[config.mk]
export PLATFORM = sky130hd
export DESIGN_NAME = rx_rule_classifier
export DESIGN_NICKNAME = d
export VERILOG_FILES = /design/src/rtl/rxc_pkg.sv /design/src/rtl/rxc_rule_capture.sv /design/src/rtl/rxc_rule_compare.sv /design/src/rtl/rxc_resolve.sv /design/src/rtl/rx_rule_classifier.sv
export SDC_FILE = /design/constraint.sdc
export NUM_CORES = 2
export LEC_CHECK = 0
export BUFFER_PORTS_ARGS = -buffer_cell sky130_fd_sc_hd__buf_2
export CAP_MARGIN = 15
export CORE_MARGIN = 4
export CORE_UTILIZATION = 30
export DETAILED_ROUTE_END_ITERATION = 10
export GPL_ROUTABILITY_DRIVEN = 0
export HOLD_SLACK_MARGIN = 0.15
export PLACE_DENSITY_LB_ADDON = 0.08
export REMOVE_ABC_BUFFERS = 1
export SKIP_LAST_GASP = 1
export SLEW_MARGIN = 25
export SYNTH_ARGS = -nofsm -noshare
export SYNTH_HDL_FRONTEND = slang
export SYNTH_SLANG_ARGS = --single-unit
[constraint.sdc]
create_clock -name clk -period 17.9 [get_ports clk]
set_input_delay 1.79 -clock clk [delete_from_list [all_inputs] [get_ports clk]]
set_output_delay 1.79 -clock clk [all_outputs]
set_load 0.01 [all_outputs]
[src/rtl/rxc_pkg.sv]
package rxc_pkg;
  localparam int WORD_W = 32;
  localparam int CLS_W  = 5;

  typedef enum logic [1:0] {
    OP_EQ = 2'b00,
    OP_NE = 2'b01,
    OP_GT = 2'b10,
    OP_LT = 2'b11
  } cmp_op_e;

  typedef enum logic [2:0] {
    BASE_FRAME = 3'b000,
    BASE_IP    = 3'b001,
    BASE_TCP   = 3'b010,
    BASE_UDP   = 3'b011,
    BASE_DATA  = 3'b100
  } base_sel_e;

  typedef struct packed {
    logic             enable;    // 31
    logic             and_next;  // 30
    logic [2:0]       act;       // 29 proc1, 28 proc2, 27 proc3
    logic             half_mask; // 26
    logic             drop;      // 25
    logic             spare;     // 24
    logic [5:0]       rsvd;      // 23:18
    cmp_op_e          op;        // 17:16
    base_sel_e        base;      // 15:13
    logic [CLS_W-1:0] cls;       // 12:8
    logic [7:0]       offset;    // 7:0
  } rule_ctrl_t;
endpackage

[src/rtl/rxc_rule_capture.sv]
module rxc_rule_capture
  import rxc_pkg::*;
#(
  parameter int POS_W = 11,
  localparam int PW = POS_W + 2
) (
  input  logic              clk,
  input  logic              rst_n,
  input  logic              in_valid,
  input  logic              in_sof,
  input  logic [7:0]        in_byte,
  input  logic [PW-1:0]     cur_pos,
  input  rule_ctrl_t        ctrl,
  input  logic              ip_present,
  input  logic [POS_W-1:0]  ip_base,
  input  logic              tcp_present,
  input  logic [POS_W-1:0]  tcp_base,
  input  logic              udp_present,
  input  logic [POS_W-1:0]  udp_base,
  input  logic [POS_W-1:0]  data_base,
  output logic [WORD_W-1:0] word_nx,
  output logic              full_nx,
  output logic              base_ok
);
  logic [POS_W-1:0]  base_pos;
  logic [PW-1:0]     win_lo, win_hi;
  logic              in_win;
  logic [WORD_W-1:0] word_q, word_start;
  logic [2:0]        cnt_q, cnt_start, cnt_nx;

  always_comb begin
    base_ok  = 1'b1;
    base_pos = '0;
    unique case (ctrl.base)
      BASE_FRAME: base_pos = '0;
      BASE_IP:    begin base_pos = ip_base;  base_ok = ip_present;  end
      BASE_TCP:   begin base_pos = tcp_base; base_ok = tcp_present; end
      BASE_UDP:   begin base_pos = udp_base; base_ok = udp_present; end
      BASE_DATA:  base_pos = data_base;
      default:    base_ok = 1'b0;
    endcase
  end

  assign win_lo = PW'(base_pos) + PW'(ctrl.offset);
  assign win_hi = win_lo + PW'(4);
  assign in_win = (cur_pos >= win_lo) && (cur_pos < win_hi);

  always_comb begin
    word_start = in_sof ? '0 : word_q;
    cnt_start  = in_sof ? '0 : cnt_q;
    word_nx    = word_q;
    cnt_nx     = cnt_q;
    if (in_valid) begin
      word_nx = word_start;
      cnt_nx  = cnt_start;
      if (in_win) begin
        word_nx = {word_start[WORD_W-9:0], in_byte};
        cnt_nx  = cnt_start + 3'd1;
      end
    end
  end

  assign full_nx = (cnt_nx == 3'd4);

  always_ff @(posedge clk or negedge rst_n) begin
    if (!rst_n) begin
      word_q <= '0;
      cnt_q  <= '0;
    end else if (in_valid) begin
      word_q <= word_nx;
      cnt_q  <= cnt_nx;
    end
  end
endmodule

[src/rtl/rxc_rule_compare.sv]
module rxc_rule_compare
  import rxc_pkg::*;
(
  input  rule_ctrl_t        ctrl,
  input  logic [WORD_W-1:0] val,
  input  logic [WORD_W-1:0] word,
  input  logic              full,
  input  logic              base_ok,
  output logic              holds
);
  logic [WORD_W-1:0] lhs, rhs;
  logic              cmp;

  always_comb begin
    if (ctrl.half_mask) begin
      lhs = {16'h0, word[31:16] & val[31:16]};
      rhs = {16'h0, val[15:0]   & val[31:16]};
    end else begin
      lhs = word;
      rhs = val;
    end
    unique case (ctrl.op)
      OP_EQ: cmp = (lhs == rhs);
      OP_NE: cmp = (lhs != rhs);
      OP_GT: cmp = (lhs >  rhs);
      OP_LT: cmp = (lhs <  rhs);
      default: cmp = 1'b0;
    endcase
  end

  assign holds = ctrl.enable && full && base_ok && cmp;
endmodule

[src/rtl/rxc_resolve.sv]
module rxc_resolve
  import rxc_pkg::*;
#(
  parameter int NUM_RULES = 8
) (
  input  rule_ctrl_t [NUM_RULES-1:0] ctrl,
  input  logic       [NUM_RULES-1:0] holds,
  output logic                       hit,
  output logic                       discard,
  output logic       [CLS_W-1:0]     cls,
  output logic       [2:0]           act
);
  logic [NUM_RULES-1:0] tail_ok, head, match;

  always_comb begin
    tail_ok[NUM_RULES-1] = ctrl[NUM_RULES-1].enable ? holds[NUM_RULES-1] : 1'b1;
    for (int i = NUM_RULES - 2; i >= 0; i--) begin
      tail_ok[i] = (ctrl[i].enable ? holds[i] : 1'b1) &&
                   (ctrl[i].and_next ? tail_ok[i+1] : 1'b1);
    end
    for (int i = 0; i < NUM_RULES; i++) begin
      head[i]  = (i == 0) ? 1'b1 : !ctrl[(i == 0) ? 0 : i-1].and_next;
      match[i] = head[i] && holds[i] &&
                 ((ctrl[i].and_next && i < NUM_RULES - 1) ?
                  tail_ok[(i < NUM_RULES - 1) ? i+1 : i] : 1'b1);
    end
  end

  always_comb begin
    hit     = 1'b0;
    discard = 1'b0;
    cls     = CLS_W'(1);
    act     = '0;
    for (int i = NUM_RULES - 1; i >= 0; i--) begin
      if (match[i]) begin
        hit     = 1'b1;
        cls     = ctrl[i].cls;
        discard = ctrl[i].drop || (ctrl[i].cls == '0);
        act     = {ctrl[i].act[0], ctrl[i].act[1], ctrl[i].act[2]};
      end
    end
  end
endmodule

[src/rtl/rx_rule_classifier.sv]
module rx_rule_classifier
  import rxc_pkg::*;
#(
  parameter int NUM_RULES = 8,
  parameter int POS_W     = 11
) (
  input  logic                        clk,
  input  logic                        rst_n,
  input  logic [NUM_RULES*WORD_W-1:0] cfg_ctrl,
  input  logic [NUM_RULES*WORD_W-1:0] cfg_val,
  input  logic                        in_valid,
  input  logic                        in_sof,
  input  logic                        in_eof,
  input  logic [7:0]                  in_byte,
  input  logic                        ip_present,
  input  logic [POS_W-1:0]            ip_base,
  input  logic                        tcp_present,
  input  logic [POS_W-1:0]            tcp_base,
  input  logic                        udp_present,
  input  logic [POS_W-1:0]            udp_base,
  input  logic [POS_W-1:0]            data_base,
  output logic                        res_valid,
  output logic                        res_hit,
  output logic                        res_discard,
  output logic [CLS_W-1:0]            res_class,
  output logic [2:0]                  res_act
);
  localparam int PW = POS_W + 2;

  logic [PW-1:0]              pos_q, pos_cur;
  rule_ctrl_t [NUM_RULES-1:0] ctrl;
  logic [NUM_RULES-1:0]       holds;
  logic                       r_hit, r_disc;
  logic [CLS_W-1:0]           r_cls;
  logic [2:0]                 r_act;
  logic                       done;
  logic                       hit_nx, disc_nx;
  logic [CLS_W-1:0]           cls_nx;
  logic [2:0]                 act_nx;

  assign pos_cur = in_sof ? '0 : pos_q;

  always_ff @(posedge clk or negedge rst_n) begin
    if (!rst_n)        pos_q <= '0;
    else if (in_valid) pos_q <= pos_cur + PW'(1);
  end

  for (genvar g = 0; g < NUM_RULES; g++) begin : g_rule
    logic [WORD_W-1:0] word_nx;
    logic              full_nx, base_ok;

    assign ctrl[g] = rule_ctrl_t'(cfg_ctrl[g*WORD_W +: WORD_W]);

    rxc_rule_capture #(.POS_W(POS_W)) u_cap (
      .clk, .rst_n, .in_valid, .in_sof, .in_byte,
      .cur_pos(pos_cur), .ctrl(ctrl[g]),
      .ip_present, .ip_base, .tcp_present, .tcp_base,
      .udp_present, .udp_base, .data_base,
      .word_nx, .full_nx, .base_ok
    );

    rxc_rule_compare u_cmp (
      .ctrl(ctrl[g]), .val(cfg_val[g*WORD_W +: WORD_W]),
      .word(word_nx), .full(full_nx), .base_ok,
      .holds(holds[g])
    );
  end

  rxc_resolve #(.NUM_RULES(NUM_RULES)) u_res (
    .ctrl, .holds, .hit(r_hit), .discard(r_disc), .cls(r_cls), .act(r_act)
  );

  always_comb begin
    done    = in_valid && in_eof;
    hit_nx  = done && r_hit;
    disc_nx = done && r_disc;
    cls_nx  = done ? r_cls : '0;
    act_nx  = done ? r_act : '0;
  end

  always_ff @(posedge clk or negedge rst_n) begin
    if (!rst_n) begin
      res_valid   <= 1'b0;
      res_hit     <= 1'b0;
      res_discard <= 1'b0;
      res_class   <= '0;
      res_act     <= '0;
    end else begin
      res_valid   <= done;
      res_hit     <= hit_nx;
      res_discard <= disc_nx;
      res_class   <= cls_nx;
      res_act     <= act_nx;
    end
  end
endmodule

-- Word-level counts from Yosys, hierarchy flattened
Index checks and enable logic that the tools add are counted.
- bitwise logic cells: 16
- add/sub/neg operators: 25
- eq/ne operators: 80
- multiplexer cells: 137
- reductions and logical operators: 102
- $lt $le $gt $ge: 32
- operators by type and width (cell ; count):
    32-bit two-way mux ; 40
    11-bit case mux with 4 select lines ; 8
    16-bit AND ; 16
    32-bit == test ; 8
    32-bit > comparator ; 8
    32-bit < comparator ; 8
    32-bit inequality test ; 8
    13-bit by 3-bit adder with 13-bit output (second input constant) ; 8
    13-bit greater-or-equal comparator ; 8
    13-bit < comparator ; 8
    3-bit two-way mux ; 33
    11-bit by 8-bit adder with 12-bit output ; 8
    1-bit case mux with 4 select lines ; 16
    1-bit logical AND ; 55
    3-bit by 2-bit == test with 1-bit output (second input constant) ; 16
    3-bit == test (second input constant) ; 16
    5-bit two-way mux ; 9
    5-bit logical NOT ; 8
    2-bit == test (second input constant) ; 16
    1-bit two-way mux ; 30
    3-bit by 1-bit adder with 3-bit output (second input constant) ; 8
    3-bit by 1-bit == test with 1-bit output (second input constant) ; 8
    3-bit logical NOT ; 8
    2-bit by 1-bit == test with 1-bit output (second input constant) ; 8
    other kinds (6) ; 33
- register bits: 304
- input bits: 572
- word-level logic and storage cells: 414

-- Depth between registers and ports, before layout
- depth after elaboration: 30
- depth in mapped cells: 49

-- Cells and area by module
From an unflattened synthesis, not the netlist that was laid out.
- cell total of the unflattened synthesis: 4619
- area, all modules: 39649.3 um2
- by module, submodules not included (module ; area an instance (um2) ; cells an instance ; times used):
    rxc_rule_capture at g_rule[1].u_cap ... ; 3457.1 ; 353 ; 5
    rxc_rule_compare at g_rule[0].u_cmp ... ; 1265.0 ; 198 ; 7
    rxc_rule_capture at g_rule[0].u_cap ... ; 3502.1 ; 351 ; 2
    rxc_rule_capture at g_rule[5].u_cap ; 3085.5 ; 316 ; 1
    rxc_rule_compare at g_rule[7].u_cmp ; 1303.8 ; 196 ; 1
    rx_rule_classifier ; 1114.8 ; 102 ; 1
    rxc_resolve ; 1001.0 ; 152 ; 1

-- Least setup slack after synthesis
No wires, ideal clock.
- kind: input -> register
- from: input port cfg_ctrl[238]
- to: register res_act[1]
- data arrival time: 10.210 ns
- buffers on the path: 6
- stages on the path: 46
- slack: 7.596 ns
- setup time: 0.094 ns
- required time: 17.806 ns
- cells stage by stage: buf_2 -> buf_1 -> mux2i_1 -> o22a_1 -> inv_1 -> ha_1 -> a21o_1 -> a21oi_1 -> o21bai_1 -> a21oi_1 -> o21bai_1 -> a21oi_1 -> nor2b_1 -> o21ai_0 -> xor2_1 -> inv_1 -> ha_1 -> a211o_1 -> [10 not listed] -> a21oi_1 -> nor2_1 -> ha_1 -> nand3_1 -> or4_1 -> nor3_1 -> o31ai_1 -> o211ai_1 -> a211oi_1 -> a311o_1 -> o311ai_1 -> a41o_1 -> buf_6 -> buf_6 -> nand2_1 -> nand3_1 -> o211ai_1 -> a221oi_2
- word-level cells in the longest chain between the ends: 30
- elaborated cells between the ends (all ways): 59
- classes of those cells: add/sub: 2; order compare: 4; eq/ne: 7; mux: 25; bitwise: 1; reduce/logical: 20
- ends and longest elaborated chain (what ; RTL line ; source):
    start, declared ; rx_rule_classifier.sv:9 ; input logic [NUM_RULES*WORD_W-1:0] cfg_ctrl,
    3-bit == test (tied with other cells) ; rxc_rule_capture.sv:34 ; unique case (ctrl.base)
    11-bit case mux with 4 select lines ; rxc_rule_capture.sv:34 ;
    11-bit by 8-bit adder with 12-bit output ; rxc_rule_capture.sv:44 ; assign win_lo = PW'(base_pos) + PW'(ctrl.offset);
    13-bit by 3-bit adder with 13-bit output ; rxc_rule_capture.sv:45 ; assign win_hi = win_lo + PW'(4);
    13-bit < comparator ; rxc_rule_capture.sv:46 ; assign in_win = (cur_pos >= win_lo) && (cur_pos < win_hi);
    1-bit logical AND ; rxc_rule_capture.sv:46 ;
    32-bit two-way mux ; rxc_rule_capture.sv:56 ; if (in_win) begin
    32-bit two-way mux ; rxc_rule_capture.sv:53 ; if (in_valid) begin
    [15 not listed] ; -- ;
    1-bit logical AND ; rxc_resolve.sv:18 ; tail_ok[i] = (ctrl[i].enable ? holds[i] : 1'b1) &&
    1-bit two-way mux ; rxc_resolve.sv:19, rxc_resolve.sv:24 ;
    1-bit logical AND ; rxc_resolve.sv:18 ;
    1-bit two-way mux ; -- ;
    1-bit logical AND ; rxc_resolve.sv:23 ; match[i] = head[i] && holds[i] &&
    3-bit two-way mux * ; rxc_resolve.sv:35 ; if (match[i]) begin
    3-bit two-way mux * ; rx_rule_classifier.sv:78 ; act_nx = done ? r_act : '0;
    named net act_nx[1] ; rx_rule_classifier.sv:39 ; logic [2:0] act_nx;
    end signal, assigned ; rx_rule_classifier.sv:93 ; res_act <= act_nx;
    end, declared ; rx_rule_classifier.sv:26 ; output logic [2:0] res_act
The timed path passes the listed nets; every way through them passes the cells marked *.
A chain may end at the register's enable or synchronous reset.

-- Worst setup path after layout
- from: input port cfg_ctrl[238]
- to: register res_discard
- word-level cells in the longest chain between the ends: 30
- elaborated cells between the ends (all ways): 59
- classes of those cells: add/sub: 2; order compare: 4; eq/ne: 7; mux: 24; bitwise: 1; reduce/logical: 21
- ends and longest elaborated chain (what ; RTL line ; source):
    3-bit == test (tied with other cells) ; rxc_rule_capture.sv:34 ;
    11-bit case mux with 4 select lines ; rxc_rule_capture.sv:34 ;
    11-bit by 8-bit adder with 12-bit output ; rxc_rule_capture.sv:44 ;
    13-bit by 3-bit adder with 13-bit output ; rxc_rule_capture.sv:45 ;
    13-bit < comparator ; rxc_rule_capture.sv:46 ;
    1-bit logical AND ; rxc_rule_capture.sv:46 ;
    32-bit two-way mux ; rxc_rule_capture.sv:56 ;
    32-bit two-way mux ; rxc_rule_capture.sv:53 ;
    [15 not listed] ; -- ;
    1-bit logical AND ; rxc_resolve.sv:18 ;
    1-bit two-way mux ; rxc_resolve.sv:19, rxc_resolve.sv:24 ;
    1-bit logical AND ; rxc_resolve.sv:18 ;
    1-bit two-way mux ; -- ;
    1-bit logical AND ; rxc_resolve.sv:23 ;
    1-bit two-way mux * ; rxc_resolve.sv:35 ;
    1-bit logical AND * ; rx_rule_classifier.sv:76 ; disc_nx = done && r_disc;
    named net disc_nx ; rx_rule_classifier.sv:37 ; logic hit_nx, disc_nx;
    end signal, assigned ; rx_rule_classifier.sv:91 ; res_discard <= disc_nx;
    end, declared ; rx_rule_classifier.sv:24 ; output logic res_discard,
Marks and branches as above.

==> flow_summary.yaml <==
critical_path:
  cp.required_ns: 18.32
  cp_max_fo: 33
  rr_worst_depth: 30
  cp_common_cell: "a21oi_1"
  start_kind: "primary input"
  worstSetupPathType: "primary input to flip-flop"
  arrival_ns: 12.73
  crit_path_max_incr_delay_ns: 0.67
  worst_path_max_delay_cell: "o311ai_1"
  cp-end-kind: "flip-flop"
detailed_routing:
  drtPass1Iterations: 6
  drt_first_iter_violations: 2135
  vias_per_cell: 5.52
  routed_wirelength_mm: 143
  post_drt_wl_per_cell_um: 22.8
  drc_errors: 0
  vias: 34600
  ant_nets: 0
grt:
  grt_pass1_wl_mm: 213
  grt_max_degree: 138
  grt-ovfl-total: 0
  antenna_found_initial: 25
  met3_usage_pct: 2.80
  grt_usage_pct: 22.5
  grtUsageMet1_pct: 30.9
  grt_use_met2_pct: 37.9
  grt-busiest-layer: "met2"
  grt_pass1_vias: 33900
cts:
  worstSkewPairLatency_ns: 0.59
  path_clk_slew_ns: 0.06
  numCtsBuffers: 41
  htreeDepth: 2
  cts_sinks: 304
  cts_tree: "done"
  cts_buffer_depth: 3
  post_cts_resized: 0
  clock-root-buffer: "clkbuf_16"
  postCtsSetupRepairBufs: 0
  cts_hold_buf: 0
layout:
  final_cells: 6266
  layout-drive-gt1-share_pct: 14.8
  layout_common_cells: "ha_1 (527), buf_2 (523), nand2_1 (363)"
  area_growth_syn_to_layout_pct: 15.3
  regArea_sq_um: 7610
  fin_nets: 5809
  mostFrequentLayoutCell: "ha_1"
  multi_input_area_sq_um: 25600
  fillers: 12300
min_path:
  min_delay_path_depth: 2
  hold_class: "flip-flop to flip-flop"
run:
  drv_cap: 0
synthesis:
  synth_warnings: 0
  synthesis.area_sq_um: 35200
  synth-edff-count: 0
  ys_dominant_reg_cell: "dfrtp_1"
  ys_seq_area_share_pct: 21.6
  synth-seq-cells: 304
  postSynth.asyncResetShare_pct: 100
  syn_area_per_cell_sq_um: 8.07
  synth.distinct_cells: 105
  syn_inst: 4358
timing:
  fin_crit_ns: 12.31
  tightestPinTransition_ns: 0.990
  finalCritPeriodShare_pct: 68.8
  max_freq_mhz: 81.3
  setup_ws_ns: 5.59
  fin_skew_ns: 0.0293
  setup_viol: 0
  rsz0062_at_grt: "no"
  tns_ns: 0
  hold_viol: 0
  drv_slew: 0
  slew-limit-headroom_pct: 33.2
place:
  place_inst: 6183
  dp.final_hpwl_mm: 109
  portBuffers: 525
  dpl_worst_slack_ns: 4.99
die:
  die_area_sq_um: 123000
  num_rows: 125
  core_sq_um: 116000
  start_util_pct: 30.3
  die_h_um: 350
  die_w_um: 350
  ioPinCount: 583
power_and_ir_drop:
  vdd_ir_drop_max_mv: 0.0672
  power.total_w: 0.00233
  p_leak_nw: 19.4
  p_per_area_nw_per_um2: 57.4
status:
  outcome: "finished, final reports clean"
[cell usage after synthesis (62+ instances only)]
cell type,number,area (sq um)
nand3_1,79,395
clkbuf_1,205,769
nor2b_1,71,444
o2bb2ai_1,160,1400
and2_1,71,444
a22o_1,67,587
a21o_1,76,571
mux2i_1,92,921
xor2_1,62,543
dfrtp_1,304,7610
inv_1,231,867
o22ai_1,67,419
xnor2_1,87,762
nand2_1,363,1360
a22oi_1,287,2150
ha_1,527,6590
nor2_1,349,1310
o21ai_0,229,1150
a21oi_1,317,1590
[cell families after synthesis]
group | share of synthesized area [%]
AOI/OAI and AO/OA | 30.0
xor gates and xnor gates | 3.80
adders and majority gates | 19.2
buffers and inverters | 5.68
DFF | 21.6
muxes | 2.84
other | 0.0107
and+or+nand+nor | 16.8
[where the power goes]
part           switching (W)  internal, W  total (W)
registers         0.00000350     0.000692   0.000696
clock network       0.000350     0.000542   0.000892
logic               0.000460     0.000279   0.000739
[sequential cells by signal (all words and copies together), names as in the netlist]
register / cells
g_rule.u_cap.word_q: 256
g_rule.u_cap.cnt_q: 24
pos_q: 13
res_class: 5
res_act: 3
res_discard: 1
res_hit: 1
res_valid: 1
[worst max-delay path: cells and delay by family]
family / cells / cell delay (ns)
AO/OA/AOI/OAI: 23 / 5.48
XOR/XNOR: 1 / 0.35
adder cells (fa/ha/maj): 3 / 0.77
AND/OR/NAND/NOR: 12 / 2.94
buffers and inverters: 6 / 1.37
[layer usage]
layer / up-vias / part of all wire [%]
li1: 16900 / -
met1: 16600 / 47
met2: 920 / 47
met3: 167 / 4.6
met4: 8 / 2.0
met5: - / 0.040
[worst paths after layout]
kind                                       startpoint                          to  slack (ns)
setup / recovery                        cfg_ctrl[238]                 res_discard        5.59
hold / removal             g_rule[1].u_cap.word_q[27]  g_rule[1].u_cap.word_q[27]        0.51
setup reg to reg                             pos_q[0]                 res_discard        9.10
hold reg to reg            g_rule[1].u_cap.word_q[27]  g_rule[1].u_cap.word_q[27]        0.51
max in group asynchronous                       rst_n   g_rule[5].u_cap.word_q[2]       14.70
min in group asynchronous                       rst_n  g_rule[7].u_cap.word_q[22]        1.13
[per-stage QoR]
step	hold slack (ns)	instance area, sq um	utilization [%]
2_1_floorplan	0.476	34100	-
3_3_place_gp	0.493	39100	33.6
3_5_place_dp	0.505	39100	33.6
4_1_cts	0.519	40500	34.9
5_1_grt	0.539	40500	34.9
6_report	0.513	40600	34.9
[area by class of cell]
type / count / share of cell area, %
clock inverter: 20 / 0.654
tap: 1524 / 4.70
clock buffer: 55 / 2.93
antenna: 8 / 0.0494
sequential: 304 / 18.8
multi-input combinational: 3546 / 63.2
inverter: 236 / 2.20
timing repair buffer: 573 / 7.48
Power figures use the tool's default switching activity.
